===== src/rtl/irqagg_pkg.sv =====
package irqagg_pkg;

  // Bit position of the port-wide master enable inside the control register
  localparam int unsigned MASTER_BIT = 1;
  // First per-source enable bit inside the control register
  localparam int unsigned SRC_EN_LSB = 2;

  typedef enum logic {
    SEL_CTL  = 1'b0,
    SEL_STAT = 1'b1
  } reg_sel_e;

endpackage


===== src/rtl/irqagg_port_regs.sv =====
module irqagg_port_regs
  import irqagg_pkg::*;
#(
  parameter int unsigned NSRC  = 5,
  parameter int unsigned REG_W = 16
) (
  input  logic             clk,
  input  logic             rst,
  input  logic             wr_en,
  input  logic             rd_en,
  input  logic             sel,
  input  logic [REG_W-1:0] wdata,
  input  logic [NSRC-1:0]  evt,
  output logic [REG_W-1:0] ctl_q,
  output logic [NSRC-1:0]  stat_q
);

  localparam logic [REG_W-1:0] SRC_FIELD = REG_W'(((1 << NSRC) - 1) << SRC_EN_LSB);
  localparam logic [REG_W-1:0] CTL_KEEP  = SRC_FIELD | (REG_W'(1) << MASTER_BIT);

  logic stat_clr;
  logic ctl_load;

  assign stat_clr = rd_en && (sel == SEL_STAT);
  assign ctl_load = wr_en && (sel == SEL_CTL);

  always_ff @(posedge clk) begin
    if (rst) begin
      ctl_q <= '0;
    end else if (ctl_load) begin
      ctl_q <= wdata & CTL_KEEP;
    end
  end

  // A new event wins over the clear from a read in the same cycle
  always_ff @(posedge clk) begin
    if (rst) begin
      stat_q <= '0;
    end else begin
      stat_q <= (stat_clr ? '0 : stat_q) | evt;
    end
  end

endmodule


===== src/rtl/irqagg_qualify.sv =====
module irqagg_qualify
  import irqagg_pkg::*;
#(
  parameter int unsigned NSRC  = 5,
  parameter int unsigned REG_W = 16
) (
  input  logic [REG_W-1:0] ctl,
  input  logic [NSRC-1:0]  stat,
  output logic             req,
  output logic             master
);

  logic [NSRC-1:0] src_en;
  logic [NSRC-1:0] live;

  assign src_en = ctl[SRC_EN_LSB +: NSRC];
  assign master = ctl[MASTER_BIT];
  assign live   = stat & src_en;
  assign req    = master && (|live);

endmodule


===== src/rtl/irqagg_pin_merge.sv =====
module irqagg_pin_merge #(
  parameter int unsigned NPORT = 8
) (
  input  logic             clk,
  input  logic             rst,
  input  logic             sect_mode,
  input  logic [NPORT-1:0] req,
  output logic [1:0]       irq_n
);

  localparam int unsigned HALF = NPORT / 2;

  logic any_lo;
  logic any_hi;
  logic any_all;
  logic [1:0] pin_req;

  assign any_lo  = |req[HALF-1:0];
  assign any_hi  = |req[NPORT-1:HALF];
  assign any_all = any_lo || any_hi;

  always_comb begin
    if (sect_mode) begin
      pin_req = {any_hi, any_lo};
    end else begin
      pin_req = {any_all, any_all};
    end
  end

  always_ff @(posedge clk) begin
    if (rst) begin
      irq_n <= 2'b11;
    end else begin
      irq_n <= ~pin_req;
    end
  end

endmodule


===== src/rtl/irqagg_top.sv =====
module irqagg_top
  import irqagg_pkg::*;
#(
  parameter int unsigned NPORT = 8,
  parameter int unsigned NSRC  = 5,
  parameter int unsigned REG_W = 16,
  localparam int unsigned PW   = $clog2(NPORT)
) (
  input  logic                  clk,
  input  logic                  rst,
  input  logic                  sect_mode,
  input  logic [NPORT*NSRC-1:0] evt_pulse,
  input  logic                  reg_wr,
  input  logic                  reg_rd,
  input  logic [PW-1:0]         reg_port,
  input  logic                  reg_sel,
  input  logic [REG_W-1:0]      reg_wdata,
  output logic [REG_W-1:0]      reg_rdata,
  output logic [1:0]            irq_n
);

  logic [REG_W-1:0] ctl_q  [NPORT];
  logic [NSRC-1:0]  stat_q [NPORT];
  logic [NPORT-1:0] port_req;
  logic [NPORT-1:0] ctl_master;

  for (genvar p = 0; p < NPORT; p++) begin : g_port
    logic hit;
    assign hit = (reg_port == PW'(p));

    irqagg_port_regs #(
      .NSRC (NSRC),
      .REG_W(REG_W)
    ) u_regs (
      .clk   (clk),
      .rst   (rst),
      .wr_en (reg_wr && hit),
      .rd_en (reg_rd && hit),
      .sel   (reg_sel),
      .wdata (reg_wdata),
      .evt   (evt_pulse[p*NSRC +: NSRC]),
      .ctl_q (ctl_q[p]),
      .stat_q(stat_q[p])
    );

    irqagg_qualify #(
      .NSRC (NSRC),
      .REG_W(REG_W)
    ) u_qual (
      .ctl   (ctl_q[p]),
      .stat  (stat_q[p]),
      .req   (port_req[p]),
      .master(ctl_master[p])
    );
  end

  irqagg_pin_merge #(
    .NPORT(NPORT)
  ) u_merge (
    .clk      (clk),
    .rst      (rst),
    .sect_mode(sect_mode),
    .req      (port_req),
    .irq_n    (irq_n)
  );

  // Registered read data, held between read strobes
  always_ff @(posedge clk) begin
    if (rst) begin
      reg_rdata <= '0;
    end else if (reg_rd) begin
      if (reg_sel == SEL_STAT) begin
        reg_rdata <= REG_W'(stat_q[reg_port]);
      end else begin
        reg_rdata <= ctl_q[reg_port];
      end
    end
  end

endmodule


===== config.mk =====
export PLATFORM = sky130hd
export DESIGN_NAME = irqagg_top
export DESIGN_NICKNAME = d
export VERILOG_FILES = /design/src/rtl/irqagg_pkg.sv /design/src/rtl/irqagg_port_regs.sv /design/src/rtl/irqagg_qualify.sv /design/src/rtl/irqagg_pin_merge.sv /design/src/rtl/irqagg_top.sv
export SDC_FILE = /design/constraint.sdc
export NUM_CORES = 1
export LEC_CHECK = 0
export ABC_AREA = 0
export BUFFER_PORTS_ARGS = -buffer_cell sky130_fd_sc_hd__buf_2
export CORE_UTILIZATION = 45
export DETAILED_ROUTE_END_ITERATION = 6
export PLACE_DENSITY = 0.71
export SETUP_SLACK_MARGIN = 0.3
export SYNTH_ARGS = -nofsm -noshare
export SYNTH_HDL_FRONTEND = slang
export SYNTH_SLANG_ARGS = --single-unit

===== constraint.sdc =====
create_clock -name clk -period 4.85 [get_ports clk]
set_clock_uncertainty 0.1 [all_clocks]
set_input_delay 0.97 -clock clk [delete_from_list [all_inputs] [get_ports clk]]
set_output_delay 0.97 -clock clk [all_outputs]
set_load 0.05 [all_outputs]

---- Word level (Yosys, flattened, before mapping) ----
Index checks and enable logic that the tools add are counted.
storage, ports and cells
  logic and storage cells ................. 113
  output and inout bits ................... 18
  register bits after elaboration ......... 106
  bits of input ports ..................... 65
cells by class
  eq/ne operators ......................... 7
  bitwise gates (word level) .............. 19
  order comparisons ....................... 1
  muxes and demuxes ....................... 16
  reductions and logical operators ........ 52
operators by type and width
  operator                                                   number
  two-way mux 5 bit                                          10
  binary-select mux 16 bit (select 3 bit)                    1
  two-way mux 16 bit                                         3
  bitwise AND 5 bit                                          8
  logical AND 1 bit                                          40
  OR 5 bit                                                   8
  OR reduction 5 bit                                         8
  binary-select mux 5 bit (select 3 bit)                     1
  equality test 3 bit (second input constant)                4
  OR reduction 4 bit                                         2
  equality test 3 x 2 -> 1 bit (second input constant)       2
  greater-or-equal comparator 4 bit (second input constant)  1
  inverter 3 -> 4 bit                                        1
  equality test 3 x 1 -> 1 bit (second input constant)       1
  logical NOT 3 bit                                          1
  two-way mux 2 bit                                          1
  inverter 2 bit                                             1
  logical OR 1 bit                                           1
  inverter 1 bit                                             1

---- Longest topological paths before layout ----
  depth in word-level cells ............... 7
  depth in mapped cells ................... 8
  depth with buffers taken out ............ 4

---- Modules after synthesis ----
From an unflattened synthesis, not the netlist that was laid out.
unflattened totals
  cells, all modules ...................... 645
  area total of the unflattened synthesis .. 6696.4 um^2
modules (own cells, without submodules)
  module            instances  cells an instance  area an instance (um^2)
  irqagg_port_regs  8          53                 548.0
  irqagg_top        1          181                1970.6
  irqagg_qualify    8          4                  32.5
  irqagg_pin_merge  1          8                  81.3

---- Worst setup path before layout ----
OpenSTA, ideal clock, no wires.
  path kind ............................... in2reg
  start point ............................. input port reg_port[0]
  end point ............................... register reg_rdata[5]
  setup slack ............................. 2462 ps
  arrival ................................. 2160 ps
  stages .................................. 6
  library setup time ...................... 128 ps
  cell sequence ........................... buf_6 > buf_12 > mux4_1 > mux2_2 > a21oi_2 > nor2_1
between the ends
  cells in the longest elaborated chain, start to end .. 5
RTL lines
  element                                                 line              source
  start: declaration                                      irqagg_top.sv:15  input logic [PW-1:0] reg_port,
  inverter 3 -> 4 bit (not written as such)               irqagg_top.sv:75  reg_rdata <= ctl_q[reg_port];
  binary-select mux 16 bit (select 3 bit)                 irqagg_top.sv:75
  two-way mux 16 bit (not written as such) (2 in series)  irqagg_top.sv:75
  two-way mux 16 bit                                      irqagg_top.sv:72  if (reg_sel == SEL_STAT) begin
  end signal: assignment                                  irqagg_top.sv:73  reg_rdata <= REG_W'(stat_q[reg_port]);
  end signal: assignment                                  irqagg_top.sv:75
  end: declaration                                        irqagg_top.sv:18  output logic [REG_W-1:0] reg_rdata,
No other way between the ends. The select of a mux whose other input is x is not followed.
A chain may end at the register's enable or synchronous reset.

---- Worst setup path after layout ----
  start point ............................. input port reg_port[0]
  end point ............................... register reg_rdata[2]
between the ends
  cells in the longest elaborated chain, start to end .. 5
  elaborated cells between the ends (all ways) .. 8
  those cells by class .................... mux (7); bitwise (1)
RTL lines
  element                                                                                            line
  inverter 3 -> 4 bit (not written as such) *                                                        irqagg_top.sv:73, irqagg_top.sv:75
  binary-select mux 16 bit (select 3 bit) or binary-select mux 5 bit (select 3 bit) (tied branches)  irqagg_top.sv:75, irqagg_top.sv:73
  two-way mux 16 bit (not written as such) or two-way mux 5 bit (tied branches) (2 in series)        irqagg_top.sv:75, irqagg_top.sv:73
  two-way mux 16 bit *                                                                               irqagg_top.sv:72
Mark *: on every way between the ends. The rest lies on a longest branch, timed or not. The select of a mux whose other input is x is not followed.

==> reports/metrics.cfg <==
[placement]
hpwlAfterDp_mm = 8.234
dpl-instance-area_um2 = 4753
place_congestion = 0.8801
port_buffers = 63
dpl.cell_count = 621

[die]
rows = 36
die_w_um = 101.7
die_h_um = 101.7
initial_core_util_pct = 46.16
core_um2 = 9684
pin_count = 83
dieArea_um2 = 10340

[global_route]
grt_pass1_wl_mm = 16.86
grt_pass1_vias = 3295
grt.overflow.total = 0
grt_max_degree = 53
grt_antenna_before_repair = 0
track_usage_pct = 21.86

[synth]
syn_avg_cell_area_um2 = 9.804
ys_seq_area_share_pct = 43.44
synthesis.area_um2 = 4471
synthFlopType = dfxtp_1
ys_ff_latch = 97
synth_cells = 456
synth.distinct_cells = 40
ys.warnings.count = 0
synth_edf_count = 0
async_reset_ff_share_pct = 0

[power_and_ir_drop]
power_density_nw_per_um2 = 317.7
leakage_uw = 0.002082
p_total_uw = 1577
ir_drop_mv = 0.1518

[clocking]
cts.path.max_buffers = 2
clockRootBuffer = clkbuf_8
path_clk_slew_ns = 0.09
postCtsSetupRepairBufs = 0
cts_tree = done
ctsHoldBuffers = 0
clk_latency_ns = 0.37
htree_num_levels = 3
cts_sinks = 97
numCtsBuffers = 9
post_cts_resize_count = 0

[setup_path]
critPathKind = primary input to flip-flop
crit_buf_inv = 1
crit_family = multiplexers
end_kind = flip-flop
crit_path_start_kind = primary input
worstSetupStartpoint = reg_port[0]
cp_slowest_cell = mux4_1
required_ns = 4.97
cp_slowest_stage_delay_ns = 0.66
r2r-start = g_port[6].u_regs.stat_q[4]
cp.arrival_ns = 2.77
cp_max_fo = 36
cp_cell_sequence = buf_2 -> mux4_1 -> a22oi_1 -> and3_1 -> o22ai_1

[timing]
relSlewSlack_pct = 32.85
hold_viol_final = 0
fin_tns_setup_ns = 0
worst_pin_slew_ns = 0.9818
setup_viol = 0
final_period_minus_worst_setup_slack_ns = 2.651
timing.final.crit_share_pct = 54.67
hold_slack_ns = 0.3741
grt_setup_unrepaired = false
maxSlewViolCount = 0
max_freq_ghz = 0.3772

[status]
outcome = finished clean

[final_layout]
final_nets = 564
layout_common_cells = 97 x dfxtp_1, 81 x nor2_1, 63 x buf_2
drive_gt1_share_pct = 19.84
layout_commonest_cell = dfxtp_1
area_growth_pct = 11.06
postLayoutCellArea_um2 = 4965
num_antenna_cells = 0
nFillCells = 854
layout.cells.non_filler = 637

[drt]
wl_per_cell_um = 17.43
drt_iter0_drc = 279
antenna_left = 0
vias = 3633
viasPerCell = 5.703
drc = 0
dr.pass1.iters = 5
routed_wl_mm = 11.10

[hold_path]
hp-class = flip-flop to flip-flop
hp-start = reg_rdata[0]

[flow_run]
cap_viol_max_count = 0

==> area by class of cell <==
| type | instances | area, µm² | share of cell area, % |
|---|---|---|---|
| inverters | 3 | 11.26 | 0.2268 |
| clock inverters | 5 | 60.06 | 1.210 |
| repair buffers | 64 | 322.8 | 6.502 |
| multi-input cells | 324 | 2311 | 46.55 |
| well taps | 133 | 166.4 | 3.352 |
| flip-flops and latches | 97 | 1942 | 39.11 |
| clock buffers | 11 | 151.4 | 3.049 |
==> through the flow <==
stage / setup WS (ns) / util, %
after CTS: 2.232 / 51.27
after global placement: 1.846 / 49.08
after floorplan: 2.462 / -
final: 2.199 / 51.27
after detailed placement: 1.851 / 49.08
after global routing: 2.129 / 51.27
==> worst register-to-register path, cell delays in order, from the launching register on <==
cell and delay, ns:
dfxtp_1 0.35, a222oi_1 0.35, a21boi_0 0.14, a2111oi_0 0.88, o22a_1 0.26
==> Yosys cell counts (all sizes together) (7+ instances only) <==
master	n	area [µm²]
mux4	18	461.7
dfxtp	97	1942
clkbuf	19	71.32
nand3	11	55.05
nand2	24	92.59
a22oi	10	75.07
a222oi	8	80.08
a21oi	61	309.1
nor2	81	304.0
o21ai	8	40.04
mux2	7	78.83
mux2i	42	420.4
buf	21	165.2
==> routing by layer <==
metal	routed length [µm]	GRT usage (%)
met5	0	0
met2	4958	33.21
met3	773	3.037
met4	287	10.37
met1	5084	30.67
==> final timing paths <==
| path | endpoint | slack [ns] | cells past startpoint |
|---|---|---|---|
| worst max-delay path | reg_rdata[2] | 2.20 | 5 |
| worst min-delay path | reg_rdata[0] | 0.37 | 2 |
| worst max register to register | u_merge.irq_n[0] | 2.72 | 4 |
| worst min register to register | reg_rdata[0] | 0.37 | 2 |
==> flip-flops by register name, indices dropped and copies added, names as in the netlist <==
register and cells:
u_merge.irq_n 2, g_port.u_regs.stat_q 40, g_port.u_regs.ctl_q 48, reg_rdata 7
==> report_power, final <==
group	switching (µW)	total (µW)	internal, µW	leakage (µW)
Combinational	103	172	69.1	0.00118
Clock	278	547	269	0.000106
Sequential	30.7	858	828	0.000796
==> kinds of logic after synthesis <==
family	count (synthesis)	share of synthesized area (%)
AO/OA/AOI/OAI	103	14.13
buffers and inverters	43	5.541
flip-flops	97	43.44
multiplexers	67	21.49
other	1	0.08388
AND/OR/NAND/NOR	145	15.31
Note: power is estimated with default switching activity, not from simulation.
